`src/rtl/pdma_pkg.sv`:
```
`timescale 1ns/1ps
package pdma_pkg;

  // Sequencer phases: take a request, move bytes, judge the burst, answer
  typedef enum logic [1:0] {
    PH_IDLE  = 2'd0,
    PH_MOVE  = 2'd1,
    PH_EVAL  = 2'd2,
    PH_REPLY = 2'd3
  } pdma_phase_e;

  localparam logic [1:0] SZ_BYTE = 2'd0;

  // Any width above one byte is handled as a 16-bit access
  function automatic logic size_is_wide(input logic [1:0] sz);
    return sz != SZ_BYTE;
  endfunction

endpackage

```
`src/rtl/pdma_seq.sv`:
```
`timescale 1ns/1ps
module pdma_seq
  import pdma_pkg::*;
(
  input  logic        clk,
  input  logic        rst_n,
  input  logic        req_valid,
  output logic        req_ready,
  input  logic        req_write,
  input  logic [1:0]  req_size,
  input  logic [15:0] req_wdata,
  output logic        rsp_valid,
  input  logic        rsp_ready,
  output logic [15:0] rsp_data,
  output logic        mv_wr,
  output logic        mv_rd,
  output logic [7:0]  mv_byte,
  input  logic [7:0]  rd_byte,
  output logic        at_eval,
  output logic        eval_write
);

  pdma_phase_e phase_q;
  logic        op_wr_q;
  logic        op_wide_q;
  logic        hi_done_q;
  logic [15:0] wbuf_q;
  logic [15:0] rbuf_q;
  logic        first_of_two;

  // High byte travels first on a wide access
  assign first_of_two = op_wide_q && !hi_done_q;

  always_comb begin
    req_ready  = (phase_q == PH_IDLE);
    mv_wr      = (phase_q == PH_MOVE) && op_wr_q;
    mv_rd      = (phase_q == PH_MOVE) && !op_wr_q;
    mv_byte    = first_of_two ? wbuf_q[15:8] : wbuf_q[7:0];
    at_eval    = (phase_q == PH_EVAL);
    eval_write = op_wr_q;
    rsp_valid  = (phase_q == PH_REPLY);
    rsp_data   = rbuf_q;
  end

  always_ff @(posedge clk) begin
    if (!rst_n) begin
      phase_q   <= PH_IDLE;
      op_wr_q   <= 1'b0;
      op_wide_q <= 1'b0;
      hi_done_q <= 1'b0;
      wbuf_q    <= '0;
      rbuf_q    <= '0;
    end else begin
      unique case (phase_q)
        PH_IDLE: begin
          if (req_valid) begin
            op_wr_q   <= req_write;
            op_wide_q <= size_is_wide(req_size);
            wbuf_q    <= req_wdata;
            hi_done_q <= 1'b0;
            rbuf_q    <= '0;
            phase_q   <= PH_MOVE;
          end
        end
        PH_MOVE: begin
          if (!op_wr_q) begin
            if (first_of_two) rbuf_q[15:8] <= rd_byte;
            else              rbuf_q[7:0]  <= rd_byte;
          end
          if (first_of_two) hi_done_q <= 1'b1;
          else              phase_q   <= PH_EVAL;
        end
        PH_EVAL: begin
          phase_q <= op_wr_q ? PH_IDLE : PH_REPLY;
        end
        PH_REPLY: begin
          if (rsp_ready) phase_q <= PH_IDLE;
        end
        default: phase_q <= PH_IDLE;
      endcase
    end
  end

endmodule

```
`src/rtl/pdma_route.sv`:
```
`timescale 1ns/1ps
module pdma_route #(
  parameter int DAT_UW = 5,
  parameter int CMD_UW = 6
) (
  input  logic              mv_wr,
  input  logic              mv_rd,
  input  logic [7:0]        mv_byte,
  input  logic              cmd_mode,
  input  logic              tc_live,
  input  logic [7:0]        dat_head,
  input  logic [DAT_UW-1:0] dat_used,
  input  logic [DAT_UW-1:0] dat_free,
  input  logic [7:0]        cmd_head,
  input  logic [CMD_UW-1:0] cmd_used,
  input  logic [CMD_UW-1:0] cmd_free,
  output logic              dat_push,
  output logic              cmd_push,
  output logic [7:0]        push_byte,
  output logic              dat_pop,
  output logic              cmd_pop,
  output logic [7:0]        rd_byte
);

  logic room, avail, wr_go, rd_go;
  logic [7:0] head;

  always_comb begin
    room  = cmd_mode ? (cmd_free != '0) : (dat_free != '0);
    avail = cmd_mode ? (cmd_used != '0) : (dat_used != '0);
    head  = cmd_mode ? cmd_head : dat_head;
    // A byte is pushed only when the counter is live and the FIFO has room
    wr_go = mv_wr && tc_live && room;
    rd_go = mv_rd && avail;
    dat_push  = wr_go && !cmd_mode;
    cmd_push  = wr_go && cmd_mode;
    dat_pop   = rd_go && !cmd_mode;
    cmd_pop   = rd_go && cmd_mode;
    push_byte = mv_byte;
    rd_byte   = rd_go ? head : 8'h00;
  end

endmodule

```
`src/rtl/pdma_tcount.sv`:
```
`timescale 1ns/1ps
module pdma_tcount #(
  parameter int TC_W = 24
) (
  input  logic            clk,
  input  logic            rst_n,
  input  logic            load,
  input  logic [TC_W-1:0] load_val,
  input  logic            dec,
  input  logic            flag_clr,
  output logic [TC_W-1:0] count,
  output logic            live,
  output logic            flag
);

  localparam logic [TC_W-1:0] ONE = TC_W'(1);

  assign live = (count != '0);

  always_ff @(posedge clk) begin
    if (!rst_n) begin
      count <= '0;
      flag  <= 1'b0;
    end else begin
      if (load)             count <= load_val;
      else if (dec && live) count <= count - ONE;

      if (!load && dec && count == ONE) flag <= 1'b1;
      else if (flag_clr)                flag <= 1'b0;
    end
  end

endmodule

```
`src/rtl/pdma_burst.sv`:
```
`timescale 1ns/1ps
module pdma_burst #(
  parameter int DAT_UW = 5
) (
  input  logic              clk,
  input  logic              rst_n,
  input  logic              at_eval,
  input  logic              eval_write,
  input  logic              tc_live,
  input  logic [DAT_UW-1:0] dat_used,
  input  logic [DAT_UW-1:0] dat_free,
  input  logic              drq_raise,
  input  logic              drq_lower,
  output logic              burst_done,
  output logic              drq
);

  localparam logic [DAT_UW-1:0] PAIR = DAT_UW'(2);

  logic wr_end, rd_end;

  // Both end tests look at the data FIFO whatever the routing
  assign wr_end     = !tc_live || (dat_free < PAIR);
  assign rd_end     = dat_used < PAIR;
  assign burst_done = at_eval && (eval_write ? wr_end : rd_end);

  always_ff @(posedge clk) begin
    if (!rst_n)                        drq <= 1'b0;
    else if (drq_raise)                drq <= 1'b1;
    else if (burst_done || drq_lower)  drq <= 1'b0;
  end

endmodule

```
`src/rtl/pdma_port.sv`:
```
`timescale 1ns/1ps
module pdma_port #(
  parameter int DAT_DEPTH = 16,
  parameter int CMD_DEPTH = 32,
  parameter int TC_W      = 24,
  localparam int DAT_UW   = $clog2(DAT_DEPTH + 1),
  localparam int CMD_UW   = $clog2(CMD_DEPTH + 1)
) (
  input  logic              clk,
  input  logic              rst_n,
  input  logic              req_valid,
  output logic              req_ready,
  input  logic              req_write,
  input  logic [1:0]        req_size,
  input  logic [15:0]       req_wdata,
  output logic              rsp_valid,
  input  logic              rsp_ready,
  output logic [15:0]       rsp_data,
  input  logic              cmd_mode,
  output logic              dat_push,
  output logic              cmd_push,
  output logic [7:0]        push_byte,
  output logic              dat_pop,
  output logic              cmd_pop,
  input  logic [7:0]        dat_head,
  input  logic [DAT_UW-1:0] dat_used,
  input  logic [DAT_UW-1:0] dat_free,
  input  logic [7:0]        cmd_head,
  input  logic [CMD_UW-1:0] cmd_used,
  input  logic [CMD_UW-1:0] cmd_free,
  input  logic              tc_load,
  input  logic [TC_W-1:0]   tc_load_val,
  input  logic              tc_flag_clr,
  output logic [TC_W-1:0]   tc_count,
  output logic              tc_flag,
  input  logic              drq_raise,
  input  logic              drq_lower,
  output logic              drq,
  output logic              burst_done
);

  logic       mv_wr, mv_rd, at_eval, eval_write, tc_live;
  logic [7:0] mv_byte, rd_byte;

  pdma_seq u_seq (
    .clk, .rst_n,
    .req_valid, .req_ready, .req_write, .req_size, .req_wdata,
    .rsp_valid, .rsp_ready, .rsp_data,
    .mv_wr, .mv_rd, .mv_byte, .rd_byte,
    .at_eval, .eval_write
  );

  pdma_route #(.DAT_UW(DAT_UW), .CMD_UW(CMD_UW)) u_route (
    .mv_wr, .mv_rd, .mv_byte, .cmd_mode, .tc_live,
    .dat_head, .dat_used, .dat_free,
    .cmd_head, .cmd_used, .cmd_free,
    .dat_push, .cmd_push, .push_byte, .dat_pop, .cmd_pop, .rd_byte
  );

  pdma_tcount #(.TC_W(TC_W)) u_tc (
    .clk, .rst_n,
    .load     (tc_load),
    .load_val (tc_load_val),
    .dec      (mv_wr),
    .flag_clr (tc_flag_clr),
    .count    (tc_count),
    .live     (tc_live),
    .flag     (tc_flag)
  );

  pdma_burst #(.DAT_UW(DAT_UW)) u_burst (
    .clk, .rst_n, .at_eval, .eval_write, .tc_live,
    .dat_used, .dat_free, .drq_raise, .drq_lower,
    .burst_done, .drq
  );

endmodule

```
`config.mk`:
```
export PLATFORM = sky130hd
export DESIGN_NAME = pdma_port
export DESIGN_NICKNAME = d
export VERILOG_FILES = /design/src/rtl/pdma_pkg.sv /design/src/rtl/pdma_seq.sv /design/src/rtl/pdma_route.sv /design/src/rtl/pdma_tcount.sv /design/src/rtl/pdma_burst.sv /design/src/rtl/pdma_port.sv
export SDC_FILE = /design/constraint.sdc
export NUM_CORES = 1
export LEC_CHECK = 0
export ABC_AREA = 1
export BUFFER_PORTS_ARGS = -buffer_cell sky130_fd_sc_hd__buf_4
export CORE_MARGIN = 1.5
export CORE_UTILIZATION = 45
export DETAILED_ROUTE_END_ITERATION = 6
export PLACE_DENSITY_LB_ADDON = 0.05
export SLEW_MARGIN = 5
export SYNTH_ARGS = -nofsm -noshare
export SYNTH_HDL_FRONTEND = slang
export SYNTH_SLANG_ARGS = --single-unit
```
`constraint.sdc`:
```
create_clock -name clk -period 4 [get_ports clk]
set_clock_uncertainty 0.05 [all_clocks]
set_input_delay 0.6 -clock clk [delete_from_list [all_inputs] [get_ports clk]]
set_output_delay 0.6 -clock clk [all_outputs]
set_load 0.05 [all_outputs]
```
Yosys cells after proc, flatten, opt, wreduce, memory -nomap -nowiden
Cells that the tools add are included.
Widths: inputs -> output; s select.

storage, ports and cells
  input bits = 90
  bits in registers = 63
  output and inout bits = 57
  word-level logic and storage cells = 83

operators by class
  reductions and logical operators = 36
  order comparisons = 2
  equality and inequality tests = 9
  muxes and demuxes = 25
  add/sub/neg operators = 1

operators with widths
  operator               count
  $mux 24                2
  $mux 8                 5
  $mux 16                2
  $pmux 16 s2            1
  $eq 24x1->1 const B    1
  $reduce_bool 24->1     1
  $sub 24x1->24 const B  1
  $logic_and 1x1->1      13
  $reduce_bool 6->1      2
  $lt 5x2->1 const B     2
  $reduce_bool 2->1      5
  $reduce_bool 5->1      2
  $mux 1                 9
  $mux 2                 4
  $pmux 2 s4             1
  $reduce_and 4->1       2
  $ne 2x2->1 const B     3
  $reduce_and 3->1       2
  $logic_not 1->1        5
  $eq 2x2->1 const B     2
  $ne 2x1->1 const B     2
  $eq 2x1->1 const B     1
  $logic_not 2->1        1
  $logic_or 1x1->1       2
  2 further kinds        2

Longest topological paths before layout
  depth after elaboration = 8
  mapped depth = 11
  depth with buffers taken out = 11

Cells and area by module
Synthesis repeated with hierarchy kept, for this count alone.

second synthesis, totals
  cells, all modules = 673
  area total of the unflattened synthesis = 4134.0 um^2

by module, submodules not included
  module       sequential area each (um^2)  cells an instance  times used  area each (um^2)
  pdma_tcount  500.5                        328                1           1895.6
  pdma_seq     740.7                        266                1           1774.2
  pdma_route   0.0                          59                 1           356.6
  pdma_burst   20.0                         20                 1           107.6

Least setup slack after synthesis
No wires, ideal clock.

  path type = reg2out
  start = register u_tc.count[0]
  end = output port cmd_push
  stages on the path, launching flop included = 10
  slack = 1.176 ns
  arrival = 2.174 ns
  data required time = 3.350 ns
  buffers on the path = 0
  path through = dfxtp_1 inv_1 ha_1 nand2_1 nor2_2 nand3_1 nand2_2 a21oi_1 inv_1 nor2_1

between the ends
  cells in the longest elaborated chain, start to end = 4

ends and longest elaborated chain
  what                             RTL line           text
  start: declaration               pdma_tcount.sv:11  output logic [TC_W-1:0] count,
  start signal: assignment         pdma_tcount.sv:25  if (load) count <= load_val;
  start signal: assignment         pdma_tcount.sv:26  else if (dec && live) count <= count - ONE;
  $reduce_bool 24->1               pdma_tcount.sv:18  assign live = (count != '0);
  $logic_and 1x1->1 (2 in series)  pdma_route.sv:33   wr_go = mv_wr && tc_live && room;
  $logic_and 1x1->1                pdma_route.sv:36   cmd_push = wr_go && cmd_mode;
  end: declaration                 pdma_port.sv:21    output logic cmd_push,

Every way passes these cells.

Final worst setup path
  start = register u_tc.count[0]
  end = output port dat_push

between the ends
  cells in the longest elaborated chain, start to end = 4

ends and longest elaborated chain
  what                             RTL line           text
  $reduce_bool 24->1               pdma_tcount.sv:18
  $logic_and 1x1->1 (2 in series)  pdma_route.sv:33
  $logic_and 1x1->1                pdma_route.sv:35   dat_push = wr_go && !cmd_mode;
  end: declaration                 pdma_port.sv:20    output logic dat_push,

Every way passes these cells.

==> flow_summary.yaml <==
status:
  outcome: "finished clean"
power:
  p_seq_share_pct: 31.8
  p_int_mw: 1.47
  total_power_mw: 2.63
  switching_power_mw: 1.15
  p_leak_nw: 2.41
  comb_power_share_pct: 44.3
  ir_drop_uv: 303
  clkPwrFrac_pct: 23.8
  swShare_pct: 43.9
  power_density_mw_per_mm2: 538
clock_network:
  tritoncts: "built"
  cts_buffers: 9
  cts_sinks: 63
  cts_resized: 0
  cts_setup_buffers: 0
  clk_pin_slew_ps: 80
  root_buffer: "clkbuf_8"
  cts_htree_levels: 3
  clock_path_buffers: 2
  ctsHoldBuffers: 0
  clk_latency_ps: 340
yosys:
  synth_flop_cell: "dfxtp_1"
  syn_avg_cell_area_um2: 6.25
  synth_compound_area_share_pct: 13.6
  ys_seq_elements: 63
  yosys.area.top_type_share_pct: 35.8
  synth_area_leader_cell: "dfxtp_1"
  ys_seq_area_share_pct: 35.8
  synth_edf_count: 0
  synth.distinct_cells: 33
  synthMuxAreaShare_pct: 0.284
  synthSimpleGateAreaFrac_pct: 39.3
  synth_area_leaders: "dfxtp_1 36%, nand2_1 16%, nor2_1 13%, o21ai_0 6.3%, a21oi_1 5.0%"
  async_flop_share_pct: 0
  netlist_instances: 563
  synth_fp_nets: 656
  synth_top_family_by_area: "simple AND/OR/NAND/NOR gates"
  yosys_warnings: 0
  syn_area_mm2: 0.00352
  synth_fa_ha_area_share_pct: 1.07
  synth-xor-area-share_pct: 2.49
cells_and_area:
  num_antenna_cells: 0
  post-route-util_pct: 63.8
  drive_gt1_share_pct: 26.3
  fin_nets: 795
  area_growth_pct: 38.6
global_routing:
  grt_overflow_total: 0
  grt_max_degree: 42
  antenna_found_initial: 0
  grt_pass1_vias: 3775
  grt_use_total_pct: 26.1
  grt_pass1_wl_mm: 17.3
floorplanning:
  die_w_um: 91.4
  fp.dieH_um: 91.4
  fp-row-count: 32
  ios: 147
  die-area_mm2: 0.00836
  coreArea_mm2: 0.00765
  start_util_pct: 46.0
timing:
  relSlewSlack_pct: 48.5
  slew_viol_final: 0
  setup_viol: 0
  tns_ps: 0
  rsz0062_at_grt: "false"
  period_share_pct: 65.6
  min_period_ps: 2620
  worst_pin_slew_ps: 770
  final-hold-violation-count: 0
  fmax_mhz: 381
detailed_routing:
  drtAntennaViolNets: 0
  vias: 4007
  drtIter0Drc: 131
  wl_per_cell_um: 13.1
  first_pass_iters: 5
  drc: 0
  routed_wl_mm: 10.6
  drt-vias-per-instance: 4.95
placement:
  port_buffers: 146
  gp_congestion: 0.924
  dp_hpwl_mm: 7.87
worst_setup_path:
  endpoint_kind: "output pin"
  cpMostUsedCell: "inv_1"
  critPathMaxStageDelay_ps: 370
  critPathLaunchType: "flop"
  worst-setup-path-type: "flop to output pin"
  r2r_cells: 10
  cpMaxStageDelayCell: "dfxtp_1"
  crit_required_ps: 3350
  path_cells: "inv_1 -> ha_1 -> nand2_1 -> nor2_2 -> nand3_1 -> nand2_2 -> a21oi_1 -> inv_1 -> nor2_1 -> buf_4"
  cp.arrival_ps: 1970
  critical_path.max_fanout: 5
  reg2reg_setup_slack_ps: 1880
min_path:
  whs_path_depth: 2
  hp-class: "flop to flop"
job:
  max-cap-violations: 0
-- worst max-delay path: cells and delay by family (launching register included) --
kind                     cells  cell delay [ps]
adder cells (fa/ha/maj)      1              220
AO/OA/AOI/OAI                1              150
AND/OR/NAND/NOR              5              490
buffers and inverters        3              400
flip-flops                   1              370
-- area by class of cell --
class | instances | area (um^2)
fill | 745 | 2770
multi-input combinational | 437 | 2000
sequential | 63 | 1260
timing repair buffer | 147 | 1100
inverter | 44 | 165
clock buffer | 11 | 141
tap | 102 | 128
clock inverter | 5 | 81.3
-- power by group through the flow --
stage                     combinational, mW  clock, mW  sequential (mW)
after detailed placement               1.16          0            0.847
after global routing                   1.27      0.663            0.853
after global placement                 1.15          0            0.846
after floorplan                       0.655          0             1.03
after CTS                              1.17      0.634            0.835
final                                  1.16      0.626            0.836
-- worst paths after layout --
check / end / from
worst max-delay path: dat_push / u_tc.count[0]$_SDFFE_PN0P_
worst min register to register: u_seq.hi_done_q$_SDFFE_PN0P_ / u_seq.hi_done_q$_SDFFE_PN0P_
worst max register to register: u_tc.count[13]$_SDFFE_PN0P_ / u_tc.count[0]$_SDFFE_PN0P_
worst min-delay path: u_seq.hi_done_q$_SDFFE_PN0P_ / u_seq.hi_done_q$_SDFFE_PN0P_
-- through the flow --
step	area, um^2	std cells	hold WS [ps]	worst slack (ps)
6_report	4880	809	415	1380
5_1_grt	4880	809	424	1210
4_1_cts	4880	809	417	1360
3_5_place_dp	4650	793	406	1480
3_3_place_gp	4650	793	401	1530
2_1_floorplan	3520	563	391	1180
-- cells in the final DEF (no fill, tap or decap), types with 2 or more instances in the layout --
master / netlist / routed
nand2_1: 147 / 147
nor2_4: 3 / 3
clkbuf_8: 0 / 10
o21ai_1: 5 / 5
xor2_1: 9 / 9
o21ai_0: 44 / 44
ha_1: 3 / 3
dfxtp_1: 63 / 63
nand3_1: 33 / 33
bufinv_16: 0 / 2
nor2_1: 119 / 119
buf_4: 2 / 147
nor3_1: 14 / 14
o21ai_2: 2 / 2
nand4_1: 3 / 3
nor2_2: 5 / 5
a21oi_1: 35 / 35
nand2_2: 4 / 4
inv_2: 6 / 6
inv_1: 38 / 38
-- kinds of logic after synthesis --
kind of cell	after synthesis
buffers and inverters	63
flip-flops	63
adder cells (fa/ha/maj)	3
AND/OR/NAND/NOR	333
AO/OA/AOI/OAI	90
XOR/XNOR	10
multiplexers	1
-- registers in the layout, summed over array words and instances, names as in the netlist --
name              count
u_burst.drq           1
u_seq.eval_write      1
u_seq.hi_done_q       1
u_seq.op_wide_q       1
u_seq.phase_q         2
u_seq.rsp_data       16
u_seq.wbuf_q         16
u_tc.count           24
u_tc.flag             1
-- cells in the mapped netlist (2+ instances only) --
cell type,n
dfxtp_1,63
nor2_1,119
a21oi_1,35
buf_6,2
nand2_1,147
o21ai_0,44
nor2_2,5
nand4_1,3
clkbuf_1,13
nand2_2,4
nor3_1,14
nand3_1,33
o21ai_2,2
o21ai_1,5
inv_2,6
nor2_4,3
inv_1,38
xor2_1,9
ha_1,3
buf_4,2
-- routing by layer --
metal | track usage (%) | wire length (um) | vias up
li1 | - | - | 2075
met1 | 30.5 | 4410 | 1776
met2 | 46.0 | 5280 | 140
met3 | 6.37 | 688 | 16
met4 | 9.64 | 185 | 0
met5 | 0 | 0 | -
Power figures use the tool's default switching activity.
